--- src/rtl/irq_route_pkg.sv ---
package irq_route_pkg;

    localparam int VP_MASK_BIT  = 31;
    localparam int VP_ACT_BIT   = 30;
    localparam int VP_MODE_BIT  = 29;
    localparam int VP_POL_BIT   = 23;
    localparam int VP_SENSE_BIT = 22;
    localparam int PRIO_LSB     = 16;
    localparam int PRIO_W       = 4;
    localparam int VEC_W        = 16;

    typedef enum logic [0:0] {
        RT_IDLE  = 1'b0,
        RT_ROUTE = 1'b1
    } route_state_e;

    typedef enum logic [1:0] {
        KIND_EXT = 2'd0,
        KIND_INT = 2'd1,
        KIND_SPC = 2'd2
    } src_kind_e;

    function automatic src_kind_e kind_of(input int idx, input int int_first, input int spc_first);
        if (idx >= spc_first) return KIND_SPC;
        if (idx >= int_first) return KIND_INT;
        return KIND_EXT;
    endfunction

endpackage

--- src/rtl/irq_src_cfg.sv ---
module irq_src_cfg
    import irq_route_pkg::*;
#(
    parameter int NUM_SRC   = 32,
    parameter int NUM_CPU   = 4,
    parameter int INT_FIRST = 16,
    parameter int SPC_FIRST = 28,
    localparam int SRC_W    = $clog2(NUM_SRC)
) (
    input  logic                       clk,
    input  logic                       rst_n,
    input  logic                       wr_en,
    input  logic [SRC_W-1:0]           sel,
    input  logic                       sel_dest,
    input  logic [31:0]                wdata,
    output logic [31:0]                rdata,
    input  logic                       act_upd,
    input  logic [SRC_W-1:0]           act_idx,
    input  logic                       act_val,
    input  logic                       ack_en,
    input  logic [SRC_W-1:0]           ack_idx,
    output logic [NUM_SRC-1:0]         mask_o,
    output logic [NUM_SRC-1:0]         act_o,
    output logic [NUM_SRC-1:0]         mode_o,
    output logic [NUM_SRC-1:0]         level_o,
    output logic [NUM_SRC*PRIO_W-1:0]  prio_o,
    output logic [NUM_SRC*VEC_W-1:0]   vec_o,
    output logic [NUM_SRC*NUM_CPU-1:0] dest_o
);

    logic [31:0] vp_word   [NUM_SRC];
    logic [31:0] dest_word [NUM_SRC];
    logic        unused_bits;

    assign unused_bits = &{wdata[VP_ACT_BIT], wdata[28:24], wdata[21:20]};

    for (genvar i = 0; i < NUM_SRC; i++) begin : g_src
        localparam src_kind_e KIND    = kind_of(i, INT_FIRST, SPC_FIRST);
        localparam logic      POL_RST = (KIND == KIND_INT);

        logic               mask_q, act_q, mode_q, pol_q, sense_q, lvl;
        logic [PRIO_W-1:0]  prio_q;
        logic [VEC_W-1:0]   vec_q;
        logic [NUM_CPU-1:0] dest_q;
        logic               hit;

        assign hit = wr_en && (sel == SRC_W'(i));
        assign lvl = (KIND == KIND_INT) ? 1'b1 :
                     (KIND == KIND_SPC) ? 1'b0 : sense_q;

        always_ff @(posedge clk or negedge rst_n) begin
            if (!rst_n) begin
                mask_q  <= 1'b1;
                act_q   <= 1'b0;
                mode_q  <= 1'b0;
                pol_q   <= POL_RST;
                sense_q <= 1'b0;
                prio_q  <= '0;
                vec_q   <= '0;
                dest_q  <= NUM_CPU'(1);
            end else begin
                if (hit && !sel_dest) begin
                    mask_q  <= wdata[VP_MASK_BIT];
                    mode_q  <= wdata[VP_MODE_BIT];
                    pol_q   <= (KIND == KIND_SPC) ? 1'b0 : wdata[VP_POL_BIT];
                    sense_q <= (KIND == KIND_EXT) ? wdata[VP_SENSE_BIT] : 1'b0;
                    prio_q  <= wdata[PRIO_LSB +: PRIO_W];
                    vec_q   <= wdata[VEC_W-1:0];
                end
                if (hit && sel_dest) begin
                    dest_q <= wdata[NUM_CPU-1:0];
                end
                if (act_upd && (act_idx == SRC_W'(i))) begin
                    act_q <= act_val;
                end
                if (ack_en && (ack_idx == SRC_W'(i)) && !lvl) begin
                    act_q <= 1'b0;
                end
            end
        end

        assign mask_o[i]                     = mask_q;
        assign act_o[i]                      = act_q;
        assign mode_o[i]                     = mode_q;
        assign level_o[i]                    = lvl;
        assign prio_o[i*PRIO_W +: PRIO_W]    = prio_q;
        assign vec_o[i*VEC_W +: VEC_W]       = vec_q;
        assign dest_o[i*NUM_CPU +: NUM_CPU]  = dest_q;
        assign vp_word[i]   = {mask_q, act_q, mode_q, 5'b0, pol_q, sense_q, 2'b0, prio_q, vec_q};
        assign dest_word[i] = {{(32-NUM_CPU){1'b0}}, dest_q};
    end

    always_comb begin
        rdata = '0;
        for (int k = 0; k < NUM_SRC; k++) begin
            if (sel == SRC_W'(k)) begin
                rdata = sel_dest ? dest_word[k] : vp_word[k];
            end
        end
    end

endmodule

--- src/rtl/irq_src_pending.sv ---
module irq_src_pending #(
    parameter int NUM_SRC = 32,
    localparam int SRC_W  = $clog2(NUM_SRC)
) (
    input  logic               clk,
    input  logic               rst_n,
    input  logic [NUM_SRC-1:0] line,
    input  logic [NUM_SRC-1:0] level,
    input  logic               ack_en,
    input  logic [SRC_W-1:0]   ack_idx,
    input  logic               touch_en,
    input  logic [SRC_W-1:0]   touch_idx,
    input  logic               take_en,
    input  logic [SRC_W-1:0]   take_idx,
    output logic [NUM_SRC-1:0] pend_o,
    output logic [NUM_SRC-1:0] dirty_o
);

    for (genvar i = 0; i < NUM_SRC; i++) begin : g_pend
        logic line_q, pend_q, dirty_q;
        logic rise, ack_hit, evt, touched, taken;

        assign rise    = line[i] && !line_q;
        assign ack_hit = ack_en && (ack_idx == SRC_W'(i));
        assign evt     = level[i] ? (line[i] != pend_q) : rise;
        assign touched = touch_en && (touch_idx == SRC_W'(i));
        assign taken   = take_en && (take_idx == SRC_W'(i));

        always_ff @(posedge clk or negedge rst_n) begin
            if (!rst_n) begin
                line_q  <= 1'b0;
                pend_q  <= 1'b0;
                dirty_q <= 1'b0;
            end else begin
                line_q <= line[i];
                if (level[i]) begin
                    pend_q <= line[i];
                end else if (rise) begin
                    pend_q <= 1'b1;
                end else if (ack_hit) begin
                    pend_q <= 1'b0;
                end
                if (evt || touched) begin
                    dirty_q <= 1'b1;
                end else if (taken) begin
                    dirty_q <= 1'b0;
                end
            end
        end

        assign pend_o[i]  = pend_q;
        assign dirty_o[i] = dirty_q;
    end

endmodule

--- src/rtl/irq_route_fsm.sv ---
module irq_route_fsm
    import irq_route_pkg::*;
#(
    parameter int NUM_SRC = 32,
    parameter int NUM_CPU = 4,
    localparam int SRC_W  = $clog2(NUM_SRC),
    localparam int CPU_W  = $clog2(NUM_CPU)
) (
    input  logic                       clk,
    input  logic                       rst_n,
    input  logic [NUM_SRC-1:0]         dirty,
    input  logic [NUM_SRC-1:0]         pend,
    input  logic [NUM_SRC-1:0]         mask,
    input  logic [NUM_SRC-1:0]         act,
    input  logic [NUM_SRC-1:0]         mode,
    input  logic [NUM_SRC*NUM_CPU-1:0] dest_flat,
    input  logic [NUM_SRC*PRIO_W-1:0]  prio_flat,
    input  logic [NUM_SRC*VEC_W-1:0]   vec_flat,
    output logic                       take_en,
    output logic [SRC_W-1:0]           take_idx,
    output logic                       act_upd,
    output logic [SRC_W-1:0]           act_idx,
    output logic                       act_val,
    output logic [NUM_CPU-1:0]         raise_o,
    output logic [NUM_CPU-1:0]         drop_o,
    output logic [SRC_W-1:0]           src_o,
    output logic [PRIO_W-1:0]          prio_o,
    output logic [VEC_W-1:0]           vec_o
);

    route_state_e       st_q, st_d;
    logic [SRC_W-1:0]   cur_q;
    logic [CPU_W-1:0]   last_q [NUM_SRC];

    logic [NUM_CPU-1:0] dest_cur, sel_cpu;
    logic [CPU_W-1:0]   last_cur, rot_idx;
    logic               rot_hit, go, now_pend, upd_last, routing;
    logic [CPU_W:0]     cw;

    // lowest-index dirty source wins the claim
    always_comb begin
        take_idx = '0;
        for (int k = NUM_SRC - 1; k >= 0; k--) begin
            if (dirty[k]) take_idx = SRC_W'(k);
        end
    end

    assign take_en = (st_q == RT_IDLE) && (|dirty);
    assign routing = (st_q == RT_ROUTE);

    always_comb begin
        st_d = st_q;
        unique case (st_q)
            RT_IDLE:  if (|dirty) st_d = RT_ROUTE;
            RT_ROUTE: st_d = RT_IDLE;
        endcase
    end

    always_ff @(posedge clk or negedge rst_n) begin
        if (!rst_n) begin
            st_q  <= RT_IDLE;
            cur_q <= '0;
        end else begin
            st_q <= st_d;
            if (take_en) cur_q <= take_idx;
        end
    end

    // evaluation of the claimed source
    assign dest_cur = dest_flat[cur_q*NUM_CPU +: NUM_CPU];
    assign last_cur = last_q[cur_q];
    assign now_pend = pend[cur_q];
    assign go       = !mask[cur_q] && (now_pend || act[cur_q]);

    always_comb begin
        rot_hit = 1'b0;
        rot_idx = last_cur;
        cw      = '0;
        for (int k = 1; k < NUM_CPU; k++) begin
            cw = {1'b0, last_cur} + (CPU_W+1)'(k);
            if (cw >= (CPU_W+1)'(NUM_CPU)) cw = cw - (CPU_W+1)'(NUM_CPU);
            if (!rot_hit && dest_cur[cw[CPU_W-1:0]]) begin
                rot_hit = 1'b1;
                rot_idx = cw[CPU_W-1:0];
            end
        end
    end

    always_comb begin
        sel_cpu  = '0;
        upd_last = 1'b0;
        if (dest_cur == '0) begin
            sel_cpu = '0;
        end else if (dest_cur == (NUM_CPU'(1) << last_cur)) begin
            sel_cpu = dest_cur;
        end else if (!mode[cur_q]) begin
            sel_cpu = dest_cur;
        end else begin
            sel_cpu  = NUM_CPU'(1) << rot_idx;
            upd_last = rot_hit;
        end
    end

    assign act_upd = routing && go;
    assign act_idx = cur_q;
    assign act_val = now_pend;

    always_ff @(posedge clk or negedge rst_n) begin
        if (!rst_n) begin
            for (int k = 0; k < NUM_SRC; k++) last_q[k] <= '0;
        end else if (routing && go && upd_last) begin
            last_q[cur_q] <= rot_idx;
        end
    end

    // output process
    always_ff @(posedge clk or negedge rst_n) begin
        if (!rst_n) begin
            raise_o <= '0;
            drop_o  <= '0;
            src_o   <= '0;
            prio_o  <= '0;
            vec_o   <= '0;
        end else begin
            raise_o <= '0;
            drop_o  <= '0;
            if (routing && go) begin
                raise_o <= now_pend ? sel_cpu : '0;
                drop_o  <= now_pend ? '0 : sel_cpu;
                src_o   <= cur_q;
                prio_o  <= prio_flat[cur_q*PRIO_W +: PRIO_W];
                vec_o   <= vec_flat[cur_q*VEC_W +: VEC_W];
            end
        end
    end

endmodule

--- src/rtl/irq_src_router.sv ---
module irq_src_router
    import irq_route_pkg::*;
#(
    parameter int NUM_SRC   = 32,
    parameter int NUM_CPU   = 4,
    parameter int INT_FIRST = 16,
    parameter int SPC_FIRST = 28,
    localparam int SRC_W    = $clog2(NUM_SRC)
) (
    input  logic               clk,
    input  logic               rst_n,
    input  logic [NUM_SRC-1:0] src_line,
    input  logic               cfg_wr,
    input  logic [SRC_W-1:0]   cfg_sel,
    input  logic               cfg_field,
    input  logic [31:0]        cfg_wdata,
    output logic [31:0]        cfg_rdata,
    input  logic               ack_clr,
    input  logic [SRC_W-1:0]   ack_src,
    output logic [NUM_CPU-1:0] raise_cpu,
    output logic [NUM_CPU-1:0] drop_cpu,
    output logic [SRC_W-1:0]   out_src,
    output logic [3:0]         out_prio,
    output logic [15:0]        out_vec
);

    logic [NUM_SRC-1:0]         mask_w, act_w, mode_w, level_w, pend_w, dirty_w;
    logic [NUM_SRC*PRIO_W-1:0]  prio_w;
    logic [NUM_SRC*VEC_W-1:0]   vec_w;
    logic [NUM_SRC*NUM_CPU-1:0] dest_w;
    logic                       take_en, act_upd, act_val;
    logic [SRC_W-1:0]           take_idx, act_idx;

    irq_src_cfg #(
        .NUM_SRC(NUM_SRC), .NUM_CPU(NUM_CPU),
        .INT_FIRST(INT_FIRST), .SPC_FIRST(SPC_FIRST)
    ) u_cfg (
        .clk(clk), .rst_n(rst_n),
        .wr_en(cfg_wr), .sel(cfg_sel), .sel_dest(cfg_field), .wdata(cfg_wdata),
        .rdata(cfg_rdata),
        .act_upd(act_upd), .act_idx(act_idx), .act_val(act_val),
        .ack_en(ack_clr), .ack_idx(ack_src),
        .mask_o(mask_w), .act_o(act_w), .mode_o(mode_w), .level_o(level_w),
        .prio_o(prio_w), .vec_o(vec_w), .dest_o(dest_w)
    );

    irq_src_pending #(.NUM_SRC(NUM_SRC)) u_pend (
        .clk(clk), .rst_n(rst_n),
        .line(src_line), .level(level_w),
        .ack_en(ack_clr), .ack_idx(ack_src),
        .touch_en(cfg_wr && !cfg_field), .touch_idx(cfg_sel),
        .take_en(take_en), .take_idx(take_idx),
        .pend_o(pend_w), .dirty_o(dirty_w)
    );

    irq_route_fsm #(.NUM_SRC(NUM_SRC), .NUM_CPU(NUM_CPU)) u_fsm (
        .clk(clk), .rst_n(rst_n),
        .dirty(dirty_w), .pend(pend_w), .mask(mask_w), .act(act_w), .mode(mode_w),
        .dest_flat(dest_w), .prio_flat(prio_w), .vec_flat(vec_w),
        .take_en(take_en), .take_idx(take_idx),
        .act_upd(act_upd), .act_idx(act_idx), .act_val(act_val),
        .raise_o(raise_cpu), .drop_o(drop_cpu),
        .src_o(out_src), .prio_o(out_prio), .vec_o(out_vec)
    );

endmodule

--- config.mk ---
export PLATFORM = sky130hd
export DESIGN_NAME = irq_src_router
export DESIGN_NICKNAME = d
export VERILOG_FILES = /design/src/rtl/irq_route_pkg.sv /design/src/rtl/irq_src_cfg.sv /design/src/rtl/irq_src_pending.sv /design/src/rtl/irq_route_fsm.sv /design/src/rtl/irq_src_router.sv
export SDC_FILE = /design/constraint.sdc
export NUM_CORES = 2
export LEC_CHECK = 0
export CORE_MARGIN = 4
export CORE_UTILIZATION = 40
export DETAILED_ROUTE_END_ITERATION = 6
export GPL_TIMING_DRIVEN = 0
export PLACE_DENSITY = 0.55
export RECOVER_POWER = 25
export SYNTH_ARGS = -nofsm -noshare
export SYNTH_HDL_FRONTEND = slang
export SYNTH_SLANG_ARGS = --single-unit
--- constraint.sdc ---
create_clock -name clk -period 9.65 [get_ports clk]
set_clock_uncertainty 0.2 [all_clocks]
set_input_delay 1.93 -clock clk [delete_from_list [all_inputs] [get_ports clk]]
set_output_delay 1.93 -clock clk [all_outputs]
set_load 0.05 [all_outputs]
# Word-level counts from Yosys, hierarchy flattened
# Cells that the tools add are included.
[word_totals]
elab_cells = 1242
output_inout_bits = 65
in_bits = 79
reg_bits = 1095
[op_classes]
n_bitwise = 2
shifts = 5
n_lt_le_gt_ge = 9
n_addsub = 6
eq_ne = 141
n_reduce_logical = 407
mux = 313
[op_table]
columns = ["cell", "n"]
rows = [
  ["two-way mux 32 bit", 64],
  ["indexed part select 512 x 10 -> 16 bit", 1],
  ["equality test 5 bit (second input constant)", 52],
  ["logical AND 1 bit", 256],
  ["indexed part select 128 x 8 -> 4 bit", 2],
  ["two-way mux 1 bit", 190],
  ["equality test 5 x 4 -> 1 bit (second input constant)", 32],
  ["two-way mux 5 bit", 32],
  ["nonzero test 2 bit", 56],
  ["equality test 5 x 3 -> 1 bit (second input constant)", 16],
  ["bitwise mux 64 bit", 1],
  ["nonzero test 3 bit", 16],
  ["equality test 5 x 2 -> 1 bit (second input constant)", 8],
  ["logical NOT 1 bit", 40],
  ["logical OR 1 bit", 33],
  ["OR reduction 32 bit", 1],
  ["two-way mux 4 bit", 7],
  ["inequality test 1 bit", 28],
  ["binary-select mux 1 bit (select 5 bit)", 4],
  ["equality test 5 x 1 -> 1 bit (second input constant)", 4],
  ["logical NOT 5 bit", 4],
  ["two-way mux 2 bit", 9],
  ["binary-select mux 2 bit (select 5 bit)", 1],
  ["demux 2 bit (select 5 bit)", 1],
  ["other kinds (15)", 25],
]

# Logic depth before layout (Yosys ltp)
[depth]
depth_word = 36
ltp_mapped = 16
mapped_depth_nobuf = 11

# Modules after synthesis
# From an unflattened synthesis, not the netlist that was laid out.
[unflattened]
hier_cells = 4811
hier_area_um2 = 60541.8
[by_module_without_submodules]
columns = ["mod", "area_each_um2", "seq_area_each_um2", "n_inst", "cells_per_inst"]
rows = [
  ["irq_src_cfg", 42988.7, 22816.9, 1, 3281],
  ["irq_route_fsm", 12668.4, 2577.5, 1, 1034],
  ["irq_src_pending", 4870.9, 2402.3, 1, 495],
  ["irq_src_router", 13.8, 0.0, 1, 1],
]

# Worst setup path before layout
# OpenSTA, ideal clock, no wires.
[synth_path]
path_kind = "input to output"
startpoint = "in cfg_field"
endpoint = "out cfg_rdata[2]"
path_buffers = 6
arrival_time_ns = 5.384
cell_stages = 10
required_time_ns = 7.520
path_slack_ns = 2.136
path_cell_list = "buf_2 buf_2 clkbuf_1 clkbuf_1 buf_1 clkbuf_1 a211oi_1 o21ai_0 o21ai_0 a211oi_1"
[synth_via]
elab_chain_cells = 33
elab_cells_between_ends = 64
cone_classes = "mux: 64"
[synth_lines]
columns = ["item", "line_no", "rtl"]
rows = [
  ["start: declaration", "irq_src_router.sv:15", "input logic cfg_field,"],
  ["two-way mux 32 bit", "irq_src_cfg.sv:97", "rdata = sel_dest ? dest_word[k] : vp_word[k];"],
  ["two-way mux 32 bit (31 in series)", "irq_src_cfg.sv:96", "if (sel == SRC_W'(k)) begin"],
  ["two-way mux 32 bit *", "irq_src_cfg.sv:96", ""],
  ["end: declaration", "irq_src_router.sv:17", "output logic [31:0] cfg_rdata,"],
]
# Every way passes the cells marked *; elsewhere a longest branch is shown, timed or not.

# Worst setup path after layout
[layout_path]
startpoint = "in cfg_sel[2]"
endpoint = "out cfg_rdata[8]"
[layout_via]
elab_chain_cells = 33
elab_cells_between_ends = 64
cone_classes = "eq/ne: 31; mux: 32; reduce/logical: 1"
[layout_lines]
columns = ["item", "line_no", "rtl"]
rows = [
  ["start: declaration", "irq_src_router.sv:14", "input logic [SRC_W-1:0] cfg_sel,"],
  ["logical NOT 5 bit", "irq_src_cfg.sv:96", ""],
  ["two-way mux 32 bit (31 in series)", "irq_src_cfg.sv:96", ""],
  ["two-way mux 32 bit *", "irq_src_cfg.sv:96", ""],
]
# Marked as above.

==> flow_summary.yaml <==
synthesis:
  syn_inst: 4362
  synth_cell_types: 83
  ys_seq_elements: 1095
  yosysWarnings: 0
  synth-seq-area-share_pct: 48.1
  async_flop_share_pct: 100
  synth-main-ff-cell: "dfrtp_1"
  syn_area_sq_mm: 0.0572
  synth_edf_count: 0
  postSynthAreaPerCell_sq_um: 13.1
clock_tree:
  cts-htree-levels: 3
  clkTransAtPathRegs_ns: 0.06
  clockBufferDepth: 3
  root_buffer: "clkbuf_16"
  clock_latency_ns: 0.83
  ctsHoldBuffers: 0
  cts_sinks: 1095
  tritoncts: "yes"
  cts_made_buffers: 121
cells_and_area:
  nets: 4720
  drive_gt1_share_pct: 37.7
  design_area_sq_mm: 0.0659
  fin_util_pct: 46.5
  multi_input_area_sq_mm: 0.0280
  synthToLayoutAreaGrowth_pct: 15.2
  register_area_sq_mm: 0.0275
  num-fill-cells: 12842
  fin_cells: 6641
run_status:
  outcome: "finished, violations left"
  violations: "max-capacitance violations, max-slew violations, negative setup slack"
power_and_ir_drop:
  pwr-share-comb_pct: 24.8
  power_leakage_nw: 28.2
  net-switching-power_mw: 4.90
  peakVddDrop_mv: 0.191
  clock_power_share_pct: 34.9
  p_seq_share_pct: 40.2
  sw_frac_of_total_pct: 33.9
  power_density_mw_per_mm2: 219
  intPower_mw: 9.55
die:
  die_y_um: 386
  die_area_sq_mm: 0.149
  rows: 138
  io_pins: 144
  start_util_pct: 40.3
  die_w_um: 386
  coreArea_sq_mm: 0.142
setup_path:
  cp.arrival_ns: 7.83
  crit_type: "input port to output port"
  start_kind: "input port"
  worstPathRequired_ns: 7.52
  end_kind: "output port"
  path_max_fanout: 12
  slowest_stage: "buf_1"
  critPathMaxStageDelay_ns: 1.00
  crit_chain: "clkdlybuf4s50_1 -> clkbuf_1 -> nand3b_1 -> nor3_2 -> clkbuf_2 -> buf_1 -> a22oi_1 -> nand4_1 -> nor2_1 -> nand4_1 -> clkdlybuf4s50_1"
  ff2ff_path_depth: 12
sta:
  fin_crit_sh_pct: 103
  setup_violations: 11
  setup_slack_ns: -0.309
  hold_viol_final: 0
  rsz0062_at_grt: "no"
  maxSlewViolCount: 322
  fin_setup_tns_ns: -1.70
  tightest_slew_ns: 7.35
  fmax_ghz: 0.100
  slew_headroom_pct: -390
  period_needed_ns: 9.96
  worst_hold_slack_ns: 0.285
grt:
  grt_antenna_before_repair: 21
  global_route.usage.total_pct: 37.7
  grt_max_degree: 175
  overflow: 0
  grt_pass1_vias: 44513
  grt_pass1_wl_mm: 383
placed_design:
  dpl-instance-area_sq_mm: 0.0615
  dp.cells: 6402
  post-dp-hpwl_mm: 196
  place.gp.congestion: 1.01
  portBuffers: 119
routing:
  wl_per_cell_um: 42.9
  drt-initial-drc-count: 6911
  via_count: 46051
  drcViolationCount: 0
  antenna_left: 0
  avgViaCountPerCell: 6.93
  drt-total-wl_mm: 285
  drt_first_pass_iters: 7
flow_run:
  max_cap_violations: 19
hold_path:
  hold_depth: 1
  min_path_type: "register to register"
[area by class of cell]
class                   instances  area share, %
diodes                         14         0.0532
plain buffers                 380           2.76
inverters                      37          0.211
well taps                    1890           3.59
clock inverters                49           1.10
clock buffers                 174           5.32
repair buffers                152           2.74
multi-input cells            2850           42.5
flip-flops and latches       1095           41.7
[path summary, 6_finish.rpt]
path                                                               to                    startpoint  slack (ns)
min in group asynchronous       u_cfg.g_src[24].dest_q[2]$_DFFE_PN0P_                         rst_n        3.88
worst max register to register            u_fsm.last_q[0]$_DFFE_PN0P_  u_fsm.act_idx[1]$_DFFE_PN0P_        3.19
worst min register to register           u_fsm.last_q[25]$_DFFE_PN0P_  u_fsm.last_q[25]$_DFFE_PN0P_        0.29
worst max-delay path                                     cfg_rdata[8]                    cfg_sel[2]       -0.31
max in group asynchronous         u_cfg.g_src[0].vec_q[1]$_DFFE_PN0P_                         rst_n        1.11
worst min-delay path                     u_fsm.last_q[25]$_DFFE_PN0P_  u_fsm.last_q[25]$_DFFE_PN0P_        0.29
[critical path: cells and delay by family]
kind / cells / cell delay, ns
buf+inv: 5 / 3.94
compound gates: 1 / 0.28
simple gates: 5 / 1.62
[sequential cells by signal, indices dropped and copies added (netlist names), 5 cells and up]
name,cells
u_cfg.g_src.lvl,16
u_cfg.g_src.mode_q,32
u_pend.g_pend.pend_q,32
u_cfg.g_src.act_q,32
u_pend.g_pend.line_q,20
u_cfg.g_src.mask_q,32
u_fsm.vec_o,16
u_pend.g_pend.dirty_q,32
u_cfg.g_src.pol_q,28
u_fsm.act_idx,5
u_fsm.src_o,5
u_cfg.g_src.prio_q,128
u_cfg.g_src.dest_q,128
u_fsm.last_q,64
u_cfg.g_src.vec_q,512
[routing by layer]
layer	part of all wire, %	up-vias	global-route usage, %
met3	13	1032	15.2
met4	8.0	14	23.6
met1	38	24072	48.3
li1	-	17310	-
met2	41	3623	52.9
met5	0.075	-	0.661
[logic make-up (layout without fill, tap and decap cells)]
logic type,count (synthesis),in the layout,synth area share [%]
flip-flops,1095,1095,48.1
AND/OR/NAND/NOR,702,702,6.54
multiplexers,1413,1413,32.9
AO/OA/AOI/OAI,693,693,8.71
XOR/XNOR,31,31,0.475
adder cells (fa/ha/maj),4,4,0.0875
other,1,21,0.00656
buffers and inverters,423,792,3.16
[per-stage QoR]
step	setup slack, ns	power (mW)
final	-0.309	14.5
after global routing	0.0163	14.8
after CTS	0.0214	14.3
after detailed placement	-1.01	9.35
after global placement	-45.67	9.31
after floorplan	2.14	7.79
[synth_stat cells, types with 59 or more instances]
master | instances | area share [%]
dfrtp_1 | 1019 | 45
mux2_2 | 969 | 19
clkbuf_1 | 279 | 1.8
mux4_2 | 276 | 11
nor2_1 | 199 | 1.3
nand2_1 | 182 | 1.2
mux2i_1 | 147 | 2.6
a22oi_1 | 146 | 1.9
a21oi_1 | 122 | 1.1
o21ai_0 | 105 | 0.92
dfstp_2 | 76 | 3.5
a221oi_1 | 67 | 1.0
nor3_1 | 59 | 0.52
[layout by cell type, fill, tap and decap left out, types with 18 or more instances in the layout]
cell type           n
mux2_1             20
a221oi_1           67
buf_1              20
nor4_4             20
mux2i_1           147
clkbuf_2           80
a21oi_1           122
nand4_1            35
mux2_2            969
dfrtp_1          1019
xor2_1             18
o21ai_0           105
nor2_1            185
buf_2              45
o22ai_1            20
nand2b_1           25
clkbuf_1          219
a22oi_1           146
mux4_2            276
a222oi_1           40
o31ai_1            18
clkbuf_16         122
clkinv_2           26
nor2b_1            22
dfstp_2            76
o221ai_1           30
nand3_1            47
clkdlybuf4s50_1    85
clkbuf_8           28
a22o_1             52
dlygate4sd3_1      33
buf_4              23
inv_1              36
nor3_1             56
nand2_1           182
[repair_timing]
| action | CTS | global route |
|---|---|---|
| resized for setup | 24 | 17 |
| buffers inserted | 0 | 6 |
| pin swaps | 0 | 1 |
| endpoints found under the setup margin | 21 | 15 |
[power groups by stage]
stage / Clock [mW] / Combinational (mW) / Sequential, mW
floorplan: 0 / 2.07 / 5.72
global placement: 0 / 3.44 / 5.87
detailed placement: 0 / 3.49 / 5.85
CTS: 5.04 / 3.50 / 5.77
global route: 5.23 / 3.70 / 5.85
finish: 5.05 / 3.59 / 5.82
Note: power is estimated with default switching activity, not from simulation.
